$ cat config.mk
export PLATFORM = sky130hd
export DESIGN_NAME = fpadd_core
export DESIGN_NICKNAME = d
export VERILOG_FILES = /design/src/rtl/fpadd_pkg.sv /design/src/rtl/fpadd_unpack.sv /design/src/rtl/fpadd_align.sv /design/src/rtl/fpadd_normround.sv /design/src/rtl/fpadd_core.sv
export SDC_FILE = /design/constraint.sdc
export NUM_CORES = 1
export LEC_CHECK = 0
export BUFFER_PORTS_ARGS = -buffer_cell sky130_fd_sc_hd__buf_2
export CAP_MARGIN = 0
export CORE_MARGIN = 4
export CORE_UTILIZATION = 64
export DETAILED_ROUTE_END_ITERATION = 6
export PLACE_DENSITY_LB_ADDON = 0.1
export SLEW_MARGIN = 5
export SYNTH_ARGS = -nofsm -noshare
export SYNTH_HDL_FRONTEND = slang
export SYNTH_HIERARCHICAL = 1
export SYNTH_SLANG_ARGS = --single-unit
$ cat constraint.sdc
create_clock -name clk -period 0.8 [get_ports clk]
set_clock_uncertainty 0.1 [all_clocks]
set_input_delay 0.08 -clock clk [delete_from_list [all_inputs] [get_ports clk]]
set_output_delay 0.08 -clock clk [all_outputs]
set_load 0.005 [all_outputs]
$ cat src/rtl/fpadd_pkg.sv
package fpadd_pkg;

   typedef enum logic [1:0] {
      CLS_ZERO   = 2'd0,
      CLS_FINITE = 2'd1,
      CLS_INF    = 2'd2,
      CLS_NAN    = 2'd3
   } fp_class_e;

endpackage

$ cat src/rtl/fpadd_unpack.sv
module fpadd_unpack
   import fpadd_pkg::*;
#(
   parameter int EXP_W  = 8,
   parameter int FRAC_W = 23,
   localparam int WORD_W = 1 + EXP_W + FRAC_W
) (
   input  logic [WORD_W-1:0] word,
   output logic              sign,
   output logic [EXP_W-1:0]  exp_eff,
   output logic [FRAC_W:0]   sig,
   output fp_class_e         cls
);

   logic [EXP_W-1:0]  exp_fld;
   logic [FRAC_W-1:0] frac_fld;
   logic              exp_zero, exp_ones, frac_zero;

   assign sign      = word[WORD_W-1];
   assign exp_fld   = word[WORD_W-2 -: EXP_W];
   assign frac_fld  = word[FRAC_W-1:0];
   assign exp_zero  = (exp_fld == '0);
   assign exp_ones  = (exp_fld == '1);
   assign frac_zero = (frac_fld == '0);

   // denormals share the weight of exponent field 1, without the hidden one
   assign exp_eff = exp_zero ? EXP_W'(1) : exp_fld;
   assign sig     = {~exp_zero, frac_fld};

   always_comb begin
      if (exp_ones)
         cls = frac_zero ? CLS_INF : CLS_NAN;
      else if (exp_zero && frac_zero)
         cls = CLS_ZERO;
      else
         cls = CLS_FINITE;
   end

endmodule

$ cat src/rtl/fpadd_align.sv
module fpadd_align #(
   parameter int EXP_W = 8,
   parameter int SIG_W = 24,
   localparam int SH_W  = SIG_W + 2,
   localparam int EXT_W = SIG_W + 3,
   localparam int DD_W  = $clog2(SH_W + 1)
) (
   input  logic             clk,
   input  logic             rst_n,
   input  logic             a_sign,
   input  logic [EXP_W-1:0] a_exp,
   input  logic [SIG_W-1:0] a_sig,
   input  logic             b_sign,
   input  logic [EXP_W-1:0] b_exp,
   input  logic [SIG_W-1:0] b_sig,
   output logic             big_sign,
   output logic [EXP_W-1:0] big_exp,
   output logic [EXT_W-1:0] big_ext,
   output logic [EXT_W-1:0] small_ext,
   output logic             eff_sub
);

   logic             a_ge_b;
   logic [EXP_W-1:0] small_exp, diff;
   logic [SIG_W-1:0] big_sig, small_sig;
   logic [SH_W-1:0]  wide, shifted;
   logic [DD_W-1:0]  dd;
   logic             lost;

   assign a_ge_b    = {a_exp, a_sig} >= {b_exp, b_sig};
   assign big_sign  = a_ge_b ? a_sign : b_sign;
   assign big_exp   = a_ge_b ? a_exp  : b_exp;
   assign big_sig   = a_ge_b ? a_sig  : b_sig;
   assign small_exp = a_ge_b ? b_exp  : a_exp;
   assign small_sig = a_ge_b ? b_sig  : a_sig;
   assign eff_sub   = a_sign ^ b_sign;

   assign diff = big_exp - small_exp;
   // beyond SH_W every bit of the small significand lands in the sticky bit
   assign dd   = (diff > EXP_W'(SH_W)) ? DD_W'(SH_W) : DD_W'(diff);

   assign wide      = {small_sig, 2'b00};
   assign shifted   = wide >> dd;
   assign lost      = |(wide << (DD_W'(SH_W) - dd));
   assign small_ext = {shifted, lost};
   assign big_ext   = {big_sig, 3'b000};

   // the aligned smaller operand never exceeds the larger one
   assert_align_order_R5: assert property (@(posedge clk) disable iff (!rst_n)
      big_ext >= small_ext);

   // a far operand reduces to a lone sticky bit
   assert_far_sticky_R5: assert property (@(posedge clk) disable iff (!rst_n)
      (diff > EXP_W'(SH_W)) |-> (small_ext[EXT_W-1:1] == '0));

endmodule

$ cat src/rtl/fpadd_normround.sv
module fpadd_normround #(
   parameter int EXP_W  = 8,
   parameter int FRAC_W = 23,
   localparam int SIG_W  = FRAC_W + 1,
   localparam int EXT_W  = SIG_W + 3,
   localparam int SUM_W  = EXT_W + 1,
   localparam int EW2    = EXP_W + 2,
   localparam int LZ_W   = $clog2(EXT_W + 1),
   localparam int WORD_W = 1 + EXP_W + FRAC_W
) (
   input  logic              clk,
   input  logic              rst_n,
   input  logic [SUM_W-1:0]  s,
   input  logic [EXP_W-1:0]  exp_in,
   input  logic              sign,
   input  logic              zero_sign,
   output logic [WORD_W-1:0] word,
   output logic              ovf,
   output logic              inexact
);

   localparam logic [EW2-1:0] EXP_MAX = {2'b00, {EXP_W{1'b1}}};

   logic [EW2-1:0]   e_wide, e_n, lim, sh, fld;
   logic [LZ_W-1:0]  lz;
   logic [EXT_W-1:0] m;
   logic [SIG_W:0]   rnd;
   logic             g, r, st, up;

   assign e_wide = {2'b00, exp_in};

   always_comb begin
      lz = LZ_W'(EXT_W);
      for (int i = 0; i < EXT_W; i++)
         if (s[i]) lz = LZ_W'(EXT_W - 1 - i);
   end

   always_comb begin
      lim = e_wide - EW2'(1);
      sh  = (EW2'(lz) < lim) ? EW2'(lz) : lim;
      if (s[SUM_W-1]) begin
         m   = {s[SUM_W-1:2], s[1] | s[0]};
         e_n = e_wide + EW2'(1);
      end else begin
         m   = s[EXT_W-1:0] << sh;
         e_n = e_wide - sh;
      end
   end

   assign g   = m[2];
   assign r   = m[1];
   assign st  = m[0];
   assign up  = g & (r | st | m[3]);
   assign rnd = {1'b0, m[EXT_W-1:3]} + {{SIG_W{1'b0}}, up};

   always_comb begin
      if (rnd[SIG_W])
         fld = e_n + EW2'(1);
      else if (rnd[SIG_W-1])
         fld = e_n;
      else
         fld = '0;
   end

   always_comb begin
      ovf     = 1'b0;
      inexact = g | r | st;
      if (s == '0) begin
         word    = {zero_sign, {(WORD_W-1){1'b0}}};
      end else if (fld >= EXP_MAX) begin
         ovf     = 1'b1;
         inexact = 1'b1;
         word    = {sign, {EXP_W{1'b1}}, {FRAC_W{1'b0}}};
      end else begin
         word    = {sign, fld[EXP_W-1:0],
                    rnd[SIG_W] ? {FRAC_W{1'b0}} : rnd[FRAC_W-1:0]};
      end
   end

   // above the denormal floor the shifter leaves a leading one
   assert_norm_lead_R3: assert property (@(posedge clk) disable iff (!rst_n)
      ((s != '0) && (e_n > EW2'(1))) |-> m[EXT_W-1]);

   // an exact halfway case always lands on an even significand
   assert_tie_even_R4: assert property (@(posedge clk) disable iff (!rst_n)
      (g && !r && !st) |-> !rnd[0]);

endmodule

$ cat src/rtl/fpadd_core.sv
module fpadd_core
   import fpadd_pkg::*;
#(
   parameter int EXP_W   = 8,
   parameter int FRAC_W  = 23,
   parameter bit OUT_REG = 1'b1,
   localparam int WORD_W = 1 + EXP_W + FRAC_W,
   localparam int SIG_W  = FRAC_W + 1,
   localparam int EXT_W  = SIG_W + 3,
   localparam int SUM_W  = EXT_W + 1
) (
   input  logic              clk,
   input  logic              rst_n,
   input  logic [WORD_W-1:0] op_a,
   input  logic [WORD_W-1:0] op_b,
   input  logic              sub_op,
   output logic [WORD_W-1:0] result,
   output logic              flag_invalid,
   output logic              flag_overflow,
   output logic              flag_inexact
);

   if (EXP_W < 3 || FRAC_W < 3) begin : g_bad_fmt
      $error("fpadd_core: exponent and fraction need at least 3 bits");
   end
   if ((SIG_W + 2) >= (2 ** EXP_W)) begin : g_bad_range
      $error("fpadd_core: exponent range too small for the shift clamp");
   end

   localparam logic [WORD_W-1:0] QNAN =
      {1'b0, {EXP_W{1'b1}}, 1'b1, {(FRAC_W-1){1'b0}}};

   logic             a_sign, b_sign, big_sign, eff_sub;
   logic [EXP_W-1:0] a_exp, b_exp, big_exp;
   logic [SIG_W-1:0] a_sig, b_sig;
   fp_class_e        a_cls, b_cls;
   logic [EXT_W-1:0] big_ext, small_ext;
   logic [SUM_W-1:0] sum_w;
   logic [WORD_W-1:0] fin_word, nxt_word;
   logic             fin_ovf, fin_inx, nxt_inv, nxt_ovf, nxt_inx;

   fpadd_unpack #(.EXP_W(EXP_W), .FRAC_W(FRAC_W)) u_unp_a (
      .word(op_a), .sign(a_sign), .exp_eff(a_exp), .sig(a_sig), .cls(a_cls));

   fpadd_unpack #(.EXP_W(EXP_W), .FRAC_W(FRAC_W)) u_unp_b (
      .word({op_b[WORD_W-1] ^ sub_op, op_b[WORD_W-2:0]}),
      .sign(b_sign), .exp_eff(b_exp), .sig(b_sig), .cls(b_cls));

   fpadd_align #(.EXP_W(EXP_W), .SIG_W(SIG_W)) u_align (
      .clk(clk), .rst_n(rst_n),
      .a_sign(a_sign), .a_exp(a_exp), .a_sig(a_sig),
      .b_sign(b_sign), .b_exp(b_exp), .b_sig(b_sig),
      .big_sign(big_sign), .big_exp(big_exp), .big_ext(big_ext),
      .small_ext(small_ext), .eff_sub(eff_sub));

   assign sum_w = eff_sub ? ({1'b0, big_ext} - {1'b0, small_ext})
                          : ({1'b0, big_ext} + {1'b0, small_ext});

   fpadd_normround #(.EXP_W(EXP_W), .FRAC_W(FRAC_W)) u_nr (
      .clk(clk), .rst_n(rst_n),
      .s(sum_w), .exp_in(big_exp), .sign(big_sign),
      .zero_sign(eff_sub ? 1'b0 : big_sign),
      .word(fin_word), .ovf(fin_ovf), .inexact(fin_inx));

   always_comb begin
      nxt_inv  = 1'b0;
      nxt_ovf  = 1'b0;
      nxt_inx  = 1'b0;
      nxt_word = fin_word;
      if (a_cls == CLS_NAN || b_cls == CLS_NAN ||
          (a_cls == CLS_INF && b_cls == CLS_INF && eff_sub)) begin
         nxt_inv  = 1'b1;
         nxt_word = QNAN;
      end else if (a_cls == CLS_INF) begin
         nxt_word = {a_sign, {EXP_W{1'b1}}, {FRAC_W{1'b0}}};
      end else if (b_cls == CLS_INF) begin
         nxt_word = {b_sign, {EXP_W{1'b1}}, {FRAC_W{1'b0}}};
      end else begin
         nxt_ovf  = fin_ovf;
         nxt_inx  = fin_inx;
      end
   end

   if (OUT_REG) begin : g_out_reg
      always_ff @(posedge clk or negedge rst_n) begin
         if (!rst_n) begin
            result        <= '0;
            flag_invalid  <= 1'b0;
            flag_overflow <= 1'b0;
            flag_inexact  <= 1'b0;
         end else begin
            result        <= nxt_word;
            flag_invalid  <= nxt_inv;
            flag_overflow <= nxt_ovf;
            flag_inexact  <= nxt_inx;
         end
      end
   end else begin : g_out_comb
      assign result        = nxt_word;
      assign flag_invalid  = nxt_inv;
      assign flag_overflow = nxt_ovf;
      assign flag_inexact  = nxt_inx;
   end

   // an invalid result is always the quiet NaN with no other flag
   assert_invalid_qnan_R9: assert property (@(posedge clk) disable iff (!rst_n)
      flag_invalid |-> (result == QNAN && !flag_overflow && !flag_inexact));

   // overflow yields an infinity and is always inexact
   assert_overflow_inf_R8: assert property (@(posedge clk) disable iff (!rst_n)
      flag_overflow |-> (result[WORD_W-2:0] == {{EXP_W{1'b1}}, {FRAC_W{1'b0}}}
                         && flag_inexact));

   // an infinite result without overflow raises no flag
   assert_inf_quiet_R10: assert property (@(posedge clk) disable iff (!rst_n)
      (result[WORD_W-2:0] == {{EXP_W{1'b1}}, {FRAC_W{1'b0}}} && !flag_overflow)
      |-> (!flag_invalid && !flag_inexact));

endmodule

==> run_results.csv, run 1 <==
group,metric,value,unit
run_status,status,"stopped before the end",
run_status,stop_stage,"clock tree synthesis",
run_status,error,"[ERROR DPL-0038] Utilization greater than 100%, impossible to legalize",
cts,numCtsBuffers,5,
yosys,synth_area,12200,µm²
die,fp-row-count,50,
place,port_buffers,101,
yosys,synth_common_cells,"nand2_1, nor2_1, mux2i_1",
cts,cts_setup_buffers,71,
yosys,ys_seq_area_share,7.18,%
cts,clockRootBuffer,"clkbuf_16",
place,place_congestion,1.18,
yosys,yosysTopAreaCell,"mux2i_1",
yosys,ys_types,113,
yosys,syn_inst,1717,
cts,cts_sinks,35,
cts,htreeDepth,2,
yosys,yosysMostFrequentCell,"nand2_1",
yosys,yosysTopAreaCellShare,9.84,%
yosys,ys.flop_type,"dfrtp_1",
cts,postCtsHoldBufs,1,
yosys,ys_warn_count,6,
die,io-pin-count,102,
die,die_x,146,µm
place,hpwl,50300,µm
yosys,synthArstFlopShare,100,%
yosys,yosys_register_bits,35,
cts,cts-resized-gates,235,
yosys,syn_area_per_cell,7.11,µm²
die,start_util,65.3,%
die,chipHeight,146,µm
cts,clockBufferDepth,2,
place,placed_cell_area,17400,µm²
yosys,synth_edf_count,0,
yosys,synthTopCellsByArea,"mux2i_1, ha_1, dfrtp_1",
through the flow:
step / worst slack (ns) / utilization [%] / std cells / hold slack (ns)
after detailed placement: -13.60 / 93.1 / 2544 / -0.0290
after global placement: -12.73 / 93.1 / 2544 / -0.0531
after floorplan: -13.59 / - / 1719 / -0.316
logic make-up after synthesis:
logic type,synth area share (%)
other cells,0.0307
compound gates,27.3
fa+ha+maj,8.02
simple gates,28.6
xor+xnor,5.96
flops,7.18
buf+inv,10.5
mux,12.4
==> run 2, diff against run 1 <==
CORE_UTILIZATION = 40   (was 64)
PLACE_DENSITY_LB_ADDON = 0.15   (was 0.1)
==> run 2 against run 1 <==
  * The flow now finishes, with violations (negative setup slack)
  * Synthesized area unchanged
  * Synthesized cell count unchanged
==> run_results.csv, run 2 <==
group,metric,value,unit
power_and_ir_drop,switching_share,47.9,%
die,die_x,183,µm
cts,path_clk_slew,0.05,ns
power_and_ir_drop,finalPower,84.7,mW
power_and_ir_drop,p_switching,40.5,mW
power_and_ir_drop,combPwrFrac,94.0,%
yosys,syn_area_per_cell,7.11,µm²
yosys,ys_types,113,
yosys,yosysTopAreaCellShare,9.84,%
yosys,ys_seq_area_share,7.18,%
power_and_ir_drop,power_leakage,9.29,nW
sta,hold_viol_final,0,
place,port_buffers,101,
sta,fin_crit_sh,1680,%
cts,clockRootBuffer,"clkbuf_16",
global_route,track_usage,32.1,%
final_layout,mostFrequentLayoutCell,"buf_4",
final_layout,num_antenna_cells,0,
sta,slew_viol_final,0,
global_route,grt_start_max_net_pins,82,
critical_path,required,0.87,ns
die,io-pin-count,102,
yosys,synth_area,12200,µm²
flow_run,max_cap_violations,0,
final_layout,n_fill_cell,2589,
yosys,synth_common_cells,"nand2_1, nor2_1, mux2i_1",
global_route,grt_pass1_wl,87500,µm
drt,drc,0,
hold_path,hold_class,"input port to flop",
drt,wl_per_cell,19.8,µm
die,start_util,40.9,%
drt,num_vias,16100,
final_layout,register_area,876,µm²
global_route,grt.overflow.total,0,
die,fp-row-count,63,
die,chipHeight,183,µm
drt,wl,56200,µm
drt,ant_nets,0,
yosys,synth_edf_count,0,
critical_path,cp_max_fo,5,
sta,slew-limit-headroom,15.7,%
yosys,ys.flop_type,"dfrtp_1",
yosys,syn_inst,1717,
critical_path,worstSetupEndpointType,"flop",
yosys,synthTopCellsByArea,"mux2i_1, ha_1, dfrtp_1",
drt,vias_per_cell,5.66,
power_and_ir_drop,internal_power,44.2,mW
final_layout,drive_above_1_share,48.3,%
power_and_ir_drop,power_per_cell_area,4230,nW/µm²
critical_path,arrival,13.53,ns
drt,drtPass1Iterations,6,
final_layout,most-common-layout-cells,"buf_4, nand2_1, nor2_1, mux2i_1, buf_2",
drt,drt-initial-drc-count,1114,
run_status,violations,"negative setup slack",
critical_path,worstSetupPathType,"input port to flop",
yosys,synthArstFlopShare,100,%
global_route,grt_pass1_vias,16200,
sta,max_freq,0.0743,GHz
sta,worst_slack,-12.66,ns
sta,rsz0062_at_grt,"yes",
cts,numCtsBuffers,5,
power_and_ir_drop,p_seq_share,3.5,%
yosys,yosysTopAreaCell,"mux2i_1",
global_route,antenna_found_initial,0,
final_layout,regMostFlops,"result",
run_status,status,"finished, violations left",
cts,htreeDepth,2,
place,place_congestion,0.976,
final_layout,multi_input_area,11500,µm²
sta,fin_crit,13.46,ns
sta,finalSetupViolCount,70,
critical_path,crit_path_start_kind,"input port",
final_layout,largest_register_ff_count,32,
cts,cts_sinks,35,
cts,clockBufferDepth,2,
place,hpwl,45200,µm
yosys,yosysMostFrequentCell,"nand2_1",
critical_path,slowest_delay,0.60,ns
die,core,29900,µm²
final_layout,nNetsFinal,2590,
cts,cts_tree,"yes",
power_and_ir_drop,power.clock.fraction,2.4,%
die,fp.dieArea,33400,µm²
sta,fin_tns_setup,-429.43,ns
yosys,ys_warn_count,6,
power_and_ir_drop,peakVddDrop,0.00244,V
final_layout,syn2layout_area_growth,64.1,%
yosys,yosys_register_bits,35,
sta,tightest_slew,1.26,ns
critical_path,cp_slowest_cell,"or4_4",
final_layout,final_core_util,67.1,%
critical_path,timing.critical_path.mode_cell,"buf_4",
## run 2: cell type report
class / count / area share, %
Clock buffer: 8 / 0.781
Timing Repair Buffer: 876 / 33.3
Tap cell: 390 / 2.44
Inverter: 87 / 1.82
Multi-Input combinational cell: 1441 / 57.3
Sequential cell: 35 / 4.37
## run 2: routing by layer
layer,track usage (%),up-vias,part of all wire (%)
met5,0,-,0
met4,11.6,0,3.7
met3,1.73,101,4.7
met2,57.9,501,50
met1,40.4,7704,42
li1,-,7764,-
## run 2: per-stage QoR
stage	cell area (µm²)	hold slack (ns)	instances	worst slack (ns)
finish	20000	0.144	2837	-12.66
global route	20000	0.167	2837	-13.16
CTS	19300	0.148	2816	-12.32
detailed placement	17800	-0.0460	2721	-13.54
global placement	17800	-0.0554	2721	-13.18
floorplan	12700	-0.316	1719	-13.59
## run 2: power groups by stage
| stage | logic [mW] | clock network, mW | registers, mW |
|---|---|---|---|
| 2_1_floorplan | 37.2 | 0 | 3.12 |
| 3_3_place_gp | 66.8 | 0 | 2.95 |
| 3_5_place_dp | 67.4 | 0 | 2.99 |
| 4_1_cts | 74.7 | 2.05 | 2.99 |
| 5_1_grt | 84.7 | 2.11 | 3.05 |
| 6_report | 79.7 | 2.07 | 2.99 |
## run 2: path summary, 6_finish.rpt
check / to / depth (start not counted) / from / slack [ns]
max in group asynchronous: result[6] / 3 / rst_n / 0.21
min in group asynchronous: result[24] / 3 / rst_n / 0.20
setup / recovery: result[7] / 72 / op_b[30] / -12.66
hold / removal: result[31] / 4 / op_a[31] / 0.14
## run 2: kinds of logic after synthesis
group                    after synthesis  share of synthesized area (%)
AND/OR/NAND/NOR                      659                           28.6
AO/OA/AOI/OAI                        477                           27.3
buffers and inverters                243                           10.5
multiplexers                         142                           12.4
XOR/XNOR                              83                           5.96
adder cells (fa/ha/maj)               77                           8.02
flip-flops                            35                           7.18
other                                  1                         0.0307
## run 2: what timing repair did
action | CTS | global route
cloned | 3 | 0
hold endpoints to repair | 35 | 0
pin swaps | 46 | 74
endpoints found under the setup margin | 70 | 70
gates resized for setup | 139 | 125
buffers inserted | 84 | 23
hold buffers | 1 | 0
## run 2: worst max-delay path: cells and delay by family
family	cells	cell delay (ns)
XOR/XNOR	1	0.20
AO/OA/AOI/OAI	14	2.56
buffers and inverters	25	2.99
adder cells (fa/ha/maj)	3	0.84
multiplexers	1	0.40
AND/OR/NAND/NOR	28	6.37
Power figures use the tool's default switching activity.
==> run 3, diff against run 2 <==
RECOVER_POWER = 100   (was default)
==> run 3 against run 2 <==
  * The flow still finishes with violations (negative setup slack)
  * Setup slack worse by 0.014 ns
  * Count of clock-buffer cells in the layout unchanged
  * Sequential power about the same
  * First-iteration DRC count about the same
  * Via count up 0.32%
  * Non-clock buffer count unchanged
  * Clock power about the same
  * Critical path type unchanged
==> run_results.csv, run 3 (synthesized netlist as in run 2, its figures left out) <==
group,metric,value,unit
hold_path,hold_depth,4,
run_status,status,"finished, violations left",
power_and_ir_drop,peakVddDrop,0.00245,V
global_route,grt_pass1_vias,16200,
die,start_util,40.9,%
place,place_congestion,0.976,
run_status,violations,"negative setup slack",
power_and_ir_drop,finalPower,84.7,mW
place,port_buffers,101,
cts,cts_tree,"yes",
hold_path,min_from,"op_a[31]",
flow_run,max_cap_violations,0,
critical_path,timing.critical_path.mode_cell,"buf_4",
critical_path,worstSetupPathType,"input port to flop",
cts,clockRootBuffer,"clkbuf_16",
final_layout,largest_register_ff_count,32,
final_layout,num_antenna_cells,0,
critical_path,worstSetupEndpointType,"flop",
critical_path,path_delay_family,"simple AND/OR/NAND/NOR gates",
sta,fin_tns_setup,-429.91,ns
drt,num_vias,16100,
die,core,29900,µm²
die,fp.dieArea,33400,µm²
final_layout,syn2layout_area_growth,64.0,%
sta,worst_slack,-12.67,ns
sta,max_freq,0.0742,GHz
sta,slew_viol_final,0,
sta,finalSetupViolCount,70,
sta,tightest_slew,1.26,ns
critical_path,cp_max_fo,5,
sta,hold_viol_final,0,
hold_path,hold_class,"input port to flop",
place,hpwl,45200,µm
die,fp-row-count,63,
drt,drt-initial-drc-count,1113,
cts,clockBufferDepth,2,
cts,numCtsBuffers,5,
die,io-pin-count,102,
sta,fin_crit_sh,1680,%
critical_path,slowest_delay,0.60,ns
power_and_ir_drop,power_leakage,9.29,nW
critical_path,required,0.87,ns
critical_path,cp_num_buf_inv,25,
sta,fin_crit,13.47,ns
final_layout,layoutNonFillerInstCount,2837,
global_route,track_usage,32.1,%
critical_path,cp_slowest_cell,"or4_4",
die,chipHeight,183,µm
final_layout,mostFrequentLayoutCell,"buf_4",
global_route,grt_pass1_wl,87500,µm
hold_path,hold_end,"result[31]",
place,post-place-cells,2721,
cts,cts_sinks,35,
drt,vias_per_cell,5.68,
global_route,grt.overflow.total,0,
sta,slew-limit-headroom,15.8,%
final_layout,postLayoutCellArea,20000,µm²
drt,wl,56200,µm
power_and_ir_drop,power_per_cell_area,4230,nW/µm²
die,die_x,183,µm
drt,drtPass1Iterations,7,
drt,ant_nets,0,
final_layout,regMostFlops,"result",
final_layout,drive_above_1_share,48.2,%
cts,htreeDepth,2,
global_route,antenna_found_initial,0,
final_layout,most-common-layout-cells,"buf_4, nand2_1, nor2_1, mux2i_1, buf_2",
global_route,grt_start_max_net_pins,82,
drt,drc,0,
cts,path_clk_slew,0.05,ns
place,placed_cell_area,17800,µm²
drt,wl_per_cell,19.8,µm
critical_path,arrival,13.54,ns
critical_path,crit_path_start_kind,"input port",
sta,rsz0062_at_grt,"yes",
final_layout,nNetsFinal,2590,
run 3: changes by cell type in the layout (fill, tap and decap cells not counted), sizes merged:
cell    before  now
buf        875  874
clkbuf       8    9
run 3: metal layers:
metal / routed length [µm] / vias to the layer above / track usage, % / part of all wire, %
met5: 0 / - / 0 / 0
met4: 2080 / 0 / 11.6 / 3.7
met3: 2830 / 103 / 1.73 / 5.0
met2: 28000 / 523 / 57.9 / 50
met1: 23300 / 7732 / 40.4 / 42
li1: - / 7763 / - / -
run 3: layout make-up:
cell class / count / area (µm²)
flip-flops and latches: 35 / 876
repair buffers: 876 / 6660
inverters: 87 / 364
multi-input cells: 1441 / 11500
well taps: 390 / 488
clock buffers: 8 / 156
fillers: 2591 / 9850
run 3: timing repair:
action                                  4_1_cts  5_1_grt
setup buffers                                84       23
endpoints found under the setup margin       70       70
gates cloned                                  3        0
hold endpoints to repair                     35        0
pin swaps                                    46       74
hold buffers                                  1        0
resized for setup                           139      125
run 3: power by group:
part / switching, mW / internal [mW]
clock: 0.742 / 1.33
combinational: 39.6 / 40.1
sequential: 0.237 / 2.76
total: 40.6 / 44.2
run 3: worst max-delay path by stage:
stage | start | end | slack, ns | cells after the start
detailed placement | op_b[25] | result[22] | -13.54 | 63
CTS | op_b[30] | result[17] | -12.32 | 67
global placement | op_b[23] | result[22] | -13.18 | 62
finish | op_b[30] | result[7] | -12.67 | 72
floorplan | op_b[25] | result[22] | -13.59 | 75
global route | op_b[27] | result[12] | -13.16 | 70
run 3: per-stage QoR:
| stage | utilization, % | setup slack, ns | hold slack, ns |
|---|---|---|---|
| 2_1_floorplan | - | -13.59 | -0.316 |
| 3_3_place_gp | 59.5 | -13.18 | -0.0554 |
| 3_5_place_dp | 59.5 | -13.54 | -0.0460 |
| 4_1_cts | 64.6 | -12.32 | 0.148 |
| 5_1_grt | 67.0 | -13.16 | 0.167 |
| 6_report | 67.0 | -12.67 | 0.145 |
==> run 4, diff against run 3 <==
BUFFER_PORTS_ARGS = -buffer_cell sky130_fd_sc_hd__buf_4   (was -buffer_cell sky130_fd_sc_hd__buf_2)
==> run 4 against run 3 <==
  * The run still ends with negative setup slack left
  * Wire length fell by 1.9%
  * Critical path depth fell by 4
  * Worst hold slack improved by 0.010 ns
  * Sequential share of layout area barely moved
  * Die area did not move
  * Clock power rose by 22%
  * Cell area fell by 0.33%
  * Sequential cell count did not move
  * Critical path type unchanged
  * Largest cell class unchanged
==> run_results.csv, run 4 (synthesized netlist as in run 2, its figures left out) <==
group,metric,value,unit
run_status,status,"finished, violations left",
run_status,violations,"negative setup slack",
die,die_x,183,µm
power_and_ir_drop,p_seq_share,3.8,%
cts,clockBufferDepth,2,
power_and_ir_drop,power_per_cell_area,4170,nW/µm²
drt,wl,55100,µm
flow_run,max_cap_violations,0,
die,io-pin-count,102,
critical_path,worstSetupPathType,"input port to flop",
drt,drt-initial-drc-count,1133,
sta,slew-limit-headroom,21.3,%
cts,htreeDepth,2,
cts,numCtsBuffers,5,
drt,ant_nets,0,
power_and_ir_drop,finalPower,83.3,mW
critical_path,arrival,13.71,ns
global_route,grt_start_max_net_pins,82,
global_route,grt.overflow.total,0,
global_route,grt_pass1_wl,85000,µm
final_layout,postLayoutCellArea,20000,µm²
drt,drc,0,
final_layout,num_antenna_cells,0,
final_layout,nNetsFinal,2542,
sta,worst_slack,-12.85,ns
cts,path_clk_slew,0.06,ns
die,fp-row-count,63,
cts,cts_tree,"yes",
sta,fin_crit_sh,1710,%
final_layout,most-common-layout-cells,"buf_4, nand2_1, nor2_1, mux2i_1, a21oi_1",
die,start_util,40.9,%
power_and_ir_drop,p_switching,39.6,mW
power_and_ir_drop,peakVddDrop,0.00231,V
critical_path,required,0.86,ns
final_layout,drive_above_1_share,47.2,%
critical_path,worstSetupEndpointType,"flop",
place,placed_cell_area,17900,µm²
power_and_ir_drop,internal_power,43.7,mW
sta,hold_viol_final,0,
global_route,antenna_found_initial,0,
drt,num_vias,16000,
sta,tightest_slew,1.18,ns
global_route,track_usage,31.3,%
sta,fin_crit,13.65,ns
power_and_ir_drop,switching_share,47.5,%
place,place_congestion,0.982,
sta,slew_viol_final,0,
global_route,grt_pass1_vias,15700,
drt,vias_per_cell,5.73,
die,fp.dieArea,33400,µm²
power_and_ir_drop,power.clock.fraction,3.0,%
critical_path,crit_path_start_kind,"input port",
critical_path,cp_num_buf_inv,13,
sta,rsz0062_at_grt,"yes",
place,port_buffers,101,
final_layout,largest_register_ff_count,32,
drt,drtPass1Iterations,6,
sta,finalSetupViolCount,70,
power_and_ir_drop,power_leakage,9.12,nW
place,post-place-cells,2703,
final_layout,mostFrequentLayoutCell,"buf_4",
final_layout,layoutNonFillerInstCount,2789,
final_layout,syn2layout_area_growth,63.5,%
die,chipHeight,183,µm
die,core,29900,µm²
place,hpwl,44100,µm
critical_path,slowest_delay,0.57,ns
final_layout,regMostFlops,"result",
drt,wl_per_cell,19.8,µm
place,place_ws,-13.50,ns
sta,max_freq,0.0733,GHz
critical_path,path_delay_family,"simple AND/OR/NAND/NOR gates",
sta,hold_ws,0.155,ns
critical_path,cp_slowest_cell,"or4_4",
hold_path,hold_class,"input port to async pin",
power_and_ir_drop,combPwrFrac,93.1,%
cts,clockRootBuffer,"clkbuf_16",
critical_path,cp_max_fo,8,
cts,cts_sinks,35,
-- run 4: cell count changes in the layout (fill, tap and decap cells not counted), moves of 4 or more --
cell / change
o21ai_0: -6
mux2i_1: -5
buf_4: +21
buf_2: -96
o21ai_1: +7
buf_6: +32
nor3_2: +4
-- run 4: timing repair --
item / 4_1_cts / 5_1_grt
setup endpoints to repair: 70 / 105
pin swaps: 49 / 41
hold endpoints to repair: 35 / 0
gates resized for setup: 188 / 92
hold buffers: 1 / 0
buffers inserted: 57 / 17
cloned: 4 / 0
-- run 4: power by group through the flow --
| stage | clock, mW | combinational, mW | sequential (mW) |
|---|---|---|---|
| 6_report | 2.53 | 77.6 | 3.18 |
| 3_3_place_gp | 0 | 64.8 | 3.00 |
| 3_5_place_dp | 0 | 65.5 | 3.00 |
| 2_1_floorplan | 0 | 37.2 | 3.12 |
| 4_1_cts | 2.52 | 74.1 | 3.18 |
| 5_1_grt | 2.61 | 82.6 | 3.26 |
-- run 4: path summary, 6_finish.rpt --
| kind | from | end | slack [ns] | cells after the start |
|---|---|---|---|---|
| min in group clk | op_a[31] | result[31] | 0.23 | 4 |
| worst max-delay path | op_b[30] | result[21] | -12.85 | 68 |
| max in group asynchronous | rst_n | result[14] | 0.19 | 2 |
| worst min-delay path | rst_n | result[21] | 0.15 | 2 |
-- run 4: layout make-up --
| class | instances | area (µm²) |
|---|---|---|
| multi-input cells | 1441 | 11400 |
| fillers | 2595 | 9920 |
| repair buffers | 828 | 6650 |
| flip-flops and latches | 35 | 876 |
| well taps | 390 | 488 |
| inverters | 87 | 362 |
| clock buffers | 5 | 125 |
| clock inverters | 3 | 67.6 |
-- run 4: layer usage --
| layer | wire length, µm | vias up | track usage, % | share of wire, % |
|---|---|---|---|---|
| met1 | 23200 | 7664 | 40.2 | 42 |
| li1 | - | 7641 | - | - |
| met4 | 2310 | 0 | 10.8 | 4.2 |
| met2 | 26900 | 550 | 55.8 | 49 |
| met5 | 0 | - | 0 | 0 |
| met3 | 2800 | 114 | 1.65 | 5.1 |
-- run 4: per-stage QoR --
step                      util (%)  setup TNS, ns
after floorplan                  -        -453.40
after global placement        59.8        -447.81
after detailed placement      59.8        -454.32
after CTS                     65.0        -420.73
after global routing          66.8        -453.17
final                         66.8        -435.71
